--- src/rtl/dwt_pkg.sv ---
package dwt_pkg;

  typedef enum logic [1:0] {
    REG_CTRL = 2'd0,
    REG_LOW  = 2'd1,
    REG_HIGH = 2'd2,
    REG_FLAG = 2'd3
  } reg_sel_e;

  typedef struct packed {
    logic       run;
    logic       narrow;
    logic       ext_src;
    logic       fall_edge;
    logic       no_presc;
    logic [2:0] ratio;
  } ctrl_t;

  localparam ctrl_t CTRL_RESET = 8'hFF;

endpackage

--- src/rtl/dwt_edge_sync.sv ---
module dwt_edge_sync #(
  parameter int STAGES = 2
) (
  input  logic clk,
  input  logic rst,
  input  logic pin,
  input  logic fall_sel,
  output logic edge_pulse
);

  logic [STAGES-1:0] chain;
  logic              prev;
  logic              cur;

  always_ff @(posedge clk) begin
    if (rst) begin
      chain <= '0;
      prev  <= 1'b0;
    end else begin
      chain <= {chain[STAGES-2:0], pin};
      prev  <= chain[STAGES-1];
    end
  end

  assign cur        = chain[STAGES-1];
  assign edge_pulse = fall_sel ? (prev & ~cur) : (~prev & cur);

endmodule

--- src/rtl/dwt_prescaler.sv ---
module dwt_prescaler #(
  parameter int RATIO_W    = 3,
  parameter int HOLD_TICKS = 2
) (
  input  logic               clk,
  input  logic               rst,
  input  logic               tick_in,
  input  logic               clear,
  input  logic               bypass,
  input  logic [RATIO_W-1:0] ratio,
  output logic               count_en
);

  localparam int PRESC_W = 2 ** RATIO_W;
  localparam int HOLD_W  = $clog2(HOLD_TICKS + 1);
  localparam logic [HOLD_W-1:0] HOLD_INIT = HOLD_W'(HOLD_TICKS);

  logic [PRESC_W-1:0] pcnt;
  logic [PRESC_W-1:0] mask;
  logic [HOLD_W-1:0]  hold;
  logic               holding;
  logic               div_hit;

  always_comb begin
    for (int i = 0; i < PRESC_W; i++) begin
      mask[i] = (i <= int'(ratio));
    end
  end

  assign holding  = (hold != '0);
  assign div_hit  = &(pcnt | ~mask);
  assign count_en = tick_in & ~clear & ~holding & (bypass | div_hit);

  always_ff @(posedge clk) begin
    if (rst) begin
      pcnt <= '0;
      hold <= '0;
    end else if (clear) begin
      pcnt <= '0;
      hold <= HOLD_INIT;
    end else if (tick_in) begin
      if (holding) begin
        hold <= hold - 1'b1;
      end else begin
        pcnt <= pcnt + 1'b1;
      end
    end
  end

endmodule

--- src/rtl/dwt_counter.sv ---
module dwt_counter #(
  parameter int BYTE_W = 8
) (
  input  logic              clk,
  input  logic              cnt_en,
  input  logic              narrow,
  input  logic              wr_low,
  input  logic              wr_high,
  input  logic              rd_low,
  input  logic [BYTE_W-1:0] wdata,
  output logic [BYTE_W-1:0] cnt_lo,
  output logic [BYTE_W-1:0] cnt_hi,
  output logic [BYTE_W-1:0] hi_buf,
  output logic              wrap
);

  logic [2*BYTE_W-1:0] wide_next;

  assign wide_next = {cnt_hi, cnt_lo} + 1'b1;
  assign wrap      = cnt_en & ~wr_low & (&cnt_lo) & (narrow | (&cnt_hi));

  always_ff @(posedge clk) begin
    if (wr_low) begin
      cnt_lo <= wdata;
      cnt_hi <= hi_buf;
    end else if (cnt_en) begin
      if (narrow) begin
        cnt_lo <= cnt_lo + 1'b1;
      end else begin
        {cnt_hi, cnt_lo} <= wide_next;
      end
    end
  end

  always_ff @(posedge clk) begin
    if (wr_high) begin
      hi_buf <= wdata;
    end else if (rd_low) begin
      hi_buf <= cnt_hi;
    end
  end

endmodule

--- src/rtl/dwt_timer.sv ---
module dwt_timer
  import dwt_pkg::*;
#(
  parameter int BYTE_W      = 8,
  parameter int SYNC_STAGES = 2,
  parameter int HOLD_TICKS  = 2
) (
  input  logic              clk,
  input  logic              rst,
  input  logic [1:0]        bus_sel,
  input  logic              bus_wr,
  input  logic              bus_rd,
  input  logic [BYTE_W-1:0] bus_wdata,
  output logic [BYTE_W-1:0] bus_rdata,
  output logic              bus_rvalid,
  input  logic              sleep,
  input  logic              ext_pin,
  output logic              irq
);

  localparam int RATIO_W = 3;

  ctrl_t             ctrl;
  logic              ovf_flag;
  logic              irq_en;
  logic              wr_ctrl, wr_low, wr_high, wr_flag, rd_low;
  logic              pin_edge;
  logic              src_tick;
  logic              gated_tick;
  logic              count_en;
  logic              wrap;
  logic [BYTE_W-1:0] cnt_lo, cnt_hi, hi_buf;

  assign wr_ctrl = bus_wr && (reg_sel_e'(bus_sel) == REG_CTRL);
  assign wr_low  = bus_wr && (reg_sel_e'(bus_sel) == REG_LOW);
  assign wr_high = bus_wr && (reg_sel_e'(bus_sel) == REG_HIGH);
  assign wr_flag = bus_wr && (reg_sel_e'(bus_sel) == REG_FLAG);
  assign rd_low  = bus_rd && (reg_sel_e'(bus_sel) == REG_LOW);

  always_ff @(posedge clk) begin
    if (rst) begin
      ctrl <= CTRL_RESET;
    end else if (wr_ctrl) begin
      ctrl <= ctrl_t'(bus_wdata[7:0]);
    end
  end

  dwt_edge_sync #(.STAGES(SYNC_STAGES)) u_sync (
    .clk       (clk),
    .rst       (rst),
    .pin       (ext_pin),
    .fall_sel  (ctrl.fall_edge),
    .edge_pulse(pin_edge)
  );

  assign src_tick   = ctrl.ext_src ? pin_edge : 1'b1;
  assign gated_tick = ctrl.run & ~sleep & src_tick;

  dwt_prescaler #(.RATIO_W(RATIO_W), .HOLD_TICKS(HOLD_TICKS)) u_presc (
    .clk     (clk),
    .rst     (rst),
    .tick_in (gated_tick),
    .clear   (wr_low),
    .bypass  (ctrl.no_presc),
    .ratio   (ctrl.ratio),
    .count_en(count_en)
  );

  dwt_counter #(.BYTE_W(BYTE_W)) u_cnt (
    .clk    (clk),
    .cnt_en (count_en),
    .narrow (ctrl.narrow),
    .wr_low (wr_low),
    .wr_high(wr_high),
    .rd_low (rd_low),
    .wdata  (bus_wdata),
    .cnt_lo (cnt_lo),
    .cnt_hi (cnt_hi),
    .hi_buf (hi_buf),
    .wrap   (wrap)
  );

  always_ff @(posedge clk) begin
    if (rst) begin
      ovf_flag <= 1'b0;
      irq_en   <= 1'b0;
    end else begin
      if (wrap) begin
        ovf_flag <= 1'b1;
      end else if (wr_flag && !bus_wdata[0]) begin
        ovf_flag <= 1'b0;
      end
      if (wr_flag) begin
        irq_en <= bus_wdata[1];
      end
    end
  end

  assign irq = ovf_flag & irq_en;

  always_ff @(posedge clk) begin
    if (rst) begin
      bus_rdata  <= '0;
      bus_rvalid <= 1'b0;
    end else begin
      bus_rvalid <= bus_rd;
      if (bus_rd) begin
        unique case (reg_sel_e'(bus_sel))
          REG_CTRL: bus_rdata <= BYTE_W'(ctrl);
          REG_LOW:  bus_rdata <= cnt_lo;
          REG_HIGH: bus_rdata <= hi_buf;
          REG_FLAG: bus_rdata <= BYTE_W'({irq_en, ovf_flag});
          default:  bus_rdata <= '0;
        endcase
      end
    end
  end

endmodule

--- config.mk ---
export PLATFORM = sky130hd
export DESIGN_NAME = dwt_timer
export DESIGN_NICKNAME = d
export VERILOG_FILES = /design/src/rtl/dwt_pkg.sv /design/src/rtl/dwt_edge_sync.sv /design/src/rtl/dwt_prescaler.sv /design/src/rtl/dwt_counter.sv /design/src/rtl/dwt_timer.sv
export SDC_FILE = /design/constraint.sdc
export NUM_CORES = 1
export LEC_CHECK = 0
export ABC_CLOCK_PERIOD_IN_PS = 4100
export BUFFER_PORTS_ARGS = -buffer_cell sky130_fd_sc_hd__buf_4
export CAP_MARGIN = 20
export CORE_MARGIN = 4
export CORE_UTILIZATION = 55
export CTS_BUF_LIST = sky130_fd_sc_hd__clkbuf_8 sky130_fd_sc_hd__clkbuf_16
export DETAILED_ROUTE_END_ITERATION = 6
export PLACE_DENSITY = 0.87
export SYNTH_ARGS = -nofsm -noshare
export SYNTH_HDL_FRONTEND = slang
export SYNTH_SLANG_ARGS = --single-unit
--- constraint.sdc ---
create_clock -name clk -period 4.1 [get_ports clk]
set_input_delay 0.82 -clock clk [delete_from_list [all_inputs] [get_ports clk]]
set_output_delay 0.82 -clock clk [all_outputs]
set_load 0.1 [all_outputs]
### After elaboration in Yosys (flattened, before gate mapping)

Index checks and enable logic that the tools add are counted.

* word-level logic and storage cells: 91
* input port bits: 16
* flip-flop bits (word level): 56
* output and inout bits: 10

* equality and inequality tests: 4
* $lt $le $gt $ge: 7
* multiplexer cells: 16
* $add $sub $neg: 4
* bitwise gates (word level): 20
* reductions and logical operators: 22

Operators with widths (count)
* 8-bit 2-to-1 mux: 8
* 8-bit case mux with 4 select lines: 1
* 8-bit AND reduction: 3
* 16-bit by 1-bit adder with 16-bit output (second input constant): 1
* 8-bit by 1-bit adder with 8-bit output (second input constant): 2
* 3-bit less-or-equal comparator (first input constant): 4
* 2-bit nonzero test: 6
* 1-bit AND: 11
* 8-bit inverter: 1
* 8-bit bitwise OR: 1
* 2-bit AND reduction: 4
* 2-bit by 3-bit less-or-equal comparator with 1-bit output (first input constant): 2
* 1-bit logical AND: 6
* 2-bit 2-to-1 mux: 3
* 1-bit inverter: 5
* 2-bit equality test (second input constant): 2
* 1-bit 2-to-1 mux: 4
* 1-bit by 3-bit less-or-equal comparator with 1-bit output (first input constant): 1
* 2-bit by 1-bit equality test with 1-bit output (second input constant): 1
* 2-bit logical NOT: 1
* 2-bit by 1-bit != test with 1-bit output (second input constant): 1
* 1-bit bitwise OR: 2
* 2-bit OR reduction: 1
* 2-bit by 1-bit subtractor with 2-bit output (second input constant): 1
* 1-bit logical NOT: 1

### Longest topological paths before layout

* depth in word-level cells: 12
* mapped depth: 6

### Hierarchy

From an unflattened synthesis, not the netlist that was laid out.

* cell total of the unflattened synthesis: 283
* area total of the unflattened synthesis: 2899.0 um2

Modules (own cells, without submodules)
* dwt_counter: area each 1310.0 um2, times used 1, cells each 117
* dwt_timer: area each 953.4 um2, times used 1, cells each 94
* dwt_prescaler: area each 534.3 um2, times used 1, cells each 63
* dwt_edge_sync: area each 101.3 um2, times used 1, cells each 9

### Worst setup path after synthesis

OpenSTA, ideal clock, no wires.

* kind: input-to-reg
* from: input sleep
* to: register u_cnt.cnt_hi[0], enable pin
* slack: 1.415 ns
* arrival: 2.299 ns
* data required time: 3.713 ns
* stages: 4
* library setup time: 0.387 ns
* cell sequence: or3b_1 > a31oi_4 > nand2b_4 > o31ai_1

* cells in the longest elaborated chain, start to end: 8

RTL lines
* start, declared: line dwt_timer.sv:16 `input logic sleep,`
* 1-bit inverter: line dwt_timer.sv:57 `assign gated_tick = ctrl.run & ~sleep & src_tick;`
* 1-bit AND (2 in series): line dwt_timer.sv:57
* 1-bit AND (3 in series): line dwt_prescaler.sv:32 `assign count_en = tick_in & ~clear & ~holding & (bypass | div_hit);`
* 2-bit nonzero test (no source line)
* 2-bit AND reduction (no source line)
* end signal, assigned: line dwt_counter.sv:25 `cnt_hi <= hi_buf;`
* end signal, assigned: line dwt_counter.sv:30 `{cnt_hi, cnt_lo} <= wide_next;`
* end, declared: line dwt_counter.sv:12 `output logic [BYTE_W-1:0] cnt_hi,`

No other way between the ends.
A chain may end at the register's enable or synchronous reset.

### Final worst setup path

* from: input sleep
* to: register u_cnt.cnt_hi[2], enable pin

The elaborated chain is that of the path after synthesis.

==> out/metrics.csv <==
stage,metric,value,unit
cells_and_area,antenna_cells,0,
timing,finClkSkew,10.2,ps
clock_network,cts_hold_buf,0,
synth,synthAdderAreaFrac,0.919,%
cells_and_area,most-common-layout-cells,"nor2_1, dfxtp_1, buf_4, edfxtp_1, a21oi_1",
synth,seq_area_frac_synth,50.0,%
floorplan,core,4750,sq um
synth,synth_edf_count,24,
synth,synthCells,267,
floorplan,io_pins,26,
setup_path,worstPathRequired,4130,ps
job,maxCapViolCount,0,
global_route,grtUsageTotal,20.7,%
synth,syn-num-nets,285,
route,drt_iter0_markers,213,
floorplan,initial_utilization,57.3,%
floorplan,dieWidth,78.4,microns
setup_path,path_delay_family,compound AO/OA/AOI/OAI gates,
clock_network,postCtsSetupBuffers,0,
outcome,outcome,completed,
route,ant_nets,0,
clock_network,clk-insertion-delay-late,310,ps
floorplan,rows,25,
timing,fin_setup_tns,0,ps
timing,rsz0062_at_grt,false,
placement,dpl_cell_area,2980,sq um
synth,synth_top_family_by_area,simple AND/OR/NAND/NOR gates,
timing,period_needed,2150,ps
placement,place_hpwl,4590,microns
clock_network,cts_tree,done,
route,wl,6080,microns
timing,max_freq,0.465,GHz
power,p_per_area,359,nW/um^2
synth,ys_async_sr_fraction,0,%
cells_and_area,regArea,1360,sq um
clock_network,clock_path_buffers,2,
synth,synth_cell_types,38,
synth,synth-simple-area-share,19.0,%
setup_path,crit_arrival,2180,ps
global_route,grt_pass1_vias,1958,
cells_and_area,final_cells,360,
setup_path,path_max_fanout,8,
power,power.internal,0.801,mW
synth,synth-compound-area-share,12.2,%
setup_path,crit_top_cell,buf_4,
timing,timing.slew.headroom,66.8,%
setup_path,path_buf_inv,2,
clock_network,cts_sinks,56,
clock_network,cts-buffers-inserted,5,
cells_and_area,nNetsFinal,310,
synth,synthXorXnorAreaFrac,6.76,%
clock_network,clkSlewWorstSetupHoldPaths,90,ps
setup_path,cp_slowest_cell,or3b_1,
route,via_per_inst,5.67,
setup_path,crit_path_end_kind,flop,
timing,setup_viol,0,
synth,yosys_warnings,0,
power,leakage,1.18,nW
route,vias,2041,
placement,io_buffers,25,
timing,finalHoldViolCount,0,
placement,place.gp.congestion,0.915,
timing,whs,441,ps
setup_path,critPathKind,in2reg,
floorplan,die_area,6140,sq um
cells_and_area,fill_cells,395,
route,dr.pass1.iters,4,
placement,place_inst,352,
power,power_frac_seq,57.3,%
timing,fin_crit_sh,52.4,%
setup_path,cp-start-kind,input port,
cells_and_area,syn_to_final_growth,12.9,%
hold_path,min_path_type,reg2reg,
synth,syn_area,2720,sq um
power,swShare,27.4,%
cells_and_area,final_common_cell,nor2_1,
cells_and_area,final_util,64.6,%
setup_path,path_cells,"buf_4, or3b_1, a31oi_4, nand2b_4, o31ai_1, buf_4",
clock_network,htree_num_levels,2,
power,power_frac_clock,27.6,%
global_route,antenna_found_initial,0,
timing,worst_pin_slew,497,ps
setup_path,max_stage_delay,380,ps
power,netSwitchingPower,0.302,mW
timing,slew_viol_final,0,
route,route.detailed.drc,0,
cells_and_area,multi_input_area,1310,sq um
clock_network,cts_root_buffer,clkbuf_8,
synth,ys_seq_elements,56,
global_route,grt_max_degree,36,
power,irDropWorstVdd,0.000220,V
synth,synth.avg_cell_area,10.2,sq um
cells_and_area,drive_gt1_share,17.1,%
route,wl_per_cell,16.9,microns
clock_network,cts_resized,0,
power,combPwrFrac,15.1,%
setup_path,reg2reg_slack,2150,ps
synth,synthMuxAreaShare,9.05,%
synth,ys.flop_type,dfxtp_1,
floorplan,die_h,78.4,microns
cells_and_area,fin_area,3070,sq um
global_route,grt_overflow,0,
global_route,grt_pass1_wl,9720,microns
path summary, 6_finish.rpt:
check                                                 from                    endpoint  depth (start not counted)
worst max-delay path                                 sleep   u_cnt.cnt_hi[2]$_DFFE_PP_                          6
worst min-delay path            u_sync.chain[0]$_SDFF_PP0_  u_sync.chain[1]$_SDFF_PP0_                          1
worst max register to register        ctrl[4]$_SDFFE_PP1P_   u_cnt.cnt_hi[2]$_DFFE_PP_                          5
worst min register to register  u_sync.chain[0]$_SDFF_PP0_  u_sync.chain[1]$_SDFF_PP0_                          1
area by class of cell:
| type | count | share of cell area (%) |
|---|---|---|
| Clock buffer | 6 | 2.69 |
| Clock inverter | 2 | 0.244 |
| Inverter | 4 | 0.489 |
| Multi-Input combinational cell | 196 | 42.5 |
| Sequential cell | 56 | 44.3 |
| Tap cell | 67 | 2.73 |
| Timing Repair Buffer | 29 | 7.08 |
Yosys cell counts (all sizes together) (2+ instances only):
cell type	instances	area share, %
mux2	9	3.7
nor2	41	5.7
nand3	8	1.5
and3	5	1.1
a21oi	23	4.2
nand3b	4	1.1
clkbuf	10	1.4
xnor2	5	1.6
nand2b	2	0.74
ha	2	0.92
a211o	5	1.6
o211ai	4	1.1
nand4	7	1.6
a31oi	2	1.0
o21ai	7	1.3
mux2i	10	3.7
or3b	2	0.74
inv	4	0.55
nor2b	12	2.8
mux4	2	1.7
and4	3	0.97
dfxtp	32	24
edfxtp	24	26
nand2	14	1.9
a211oi	6	1.7
xor2	16	5.1
worst reg2reg max path, stage by stage (launching register included):
cell      delay (ps)
dfxtp_1          350
or3b_4           420
a31oi_4          330
nand2b_4         110
o31ai_1          250
buf_4            210
power by group through the flow:
stage / registers [mW] / clock network, mW / logic [mW]
after floorplan: 0.683 / 0 / 0.0756
after global placement: 0.644 / 0 / 0.162
after detailed placement: 0.645 / 0 / 0.166
after CTS: 0.632 / 0.310 / 0.166
after global routing: 0.635 / 0.329 / 0.179
final: 0.632 / 0.305 / 0.166
layer usage:
layer	share of wire (%)	track usage, %
met1	43	27.3
met2	48	33.0
met3	7.0	4.24
met4	2.2	9.09
met5	0	0
sequential cells by signal, indices dropped and copies added (netlist names):
name,flops
u_cnt.cnt_lo,8
u_cnt.cnt_hi,8
u_sync.chain,2
u_presc.hold,2
ctrl,8
bus_rvalid,1
bus_rdata,8
u_cnt.hi_buf,8
u_presc.pcnt,8
u_sync.prev,1
ovf_flag,1
irq_en,1
through the flow:
step / setup slack (ps) / total power [mW]
3_5_place_dp: 1660 / 0.811
5_1_grt: 1880 / 1.14
2_1_floorplan: 1410 / 0.759
4_1_cts: 1970 / 1.11
3_3_place_gp: 1660 / 0.806
6_report: 1950 / 1.10
cell families (layout without fill, tap and decap cells):
group,after synthesis,in the layout
AO/OA/AOI/OAI,51,51
XOR/XNOR,21,21
adder cells (fa/ha/maj),2,2
buffers and inverters,15,41
flip-flops,56,56
multiplexers,21,21
AND/OR/NAND/NOR,101,101
No activity file was read; power rests on OpenSTA's default activity.
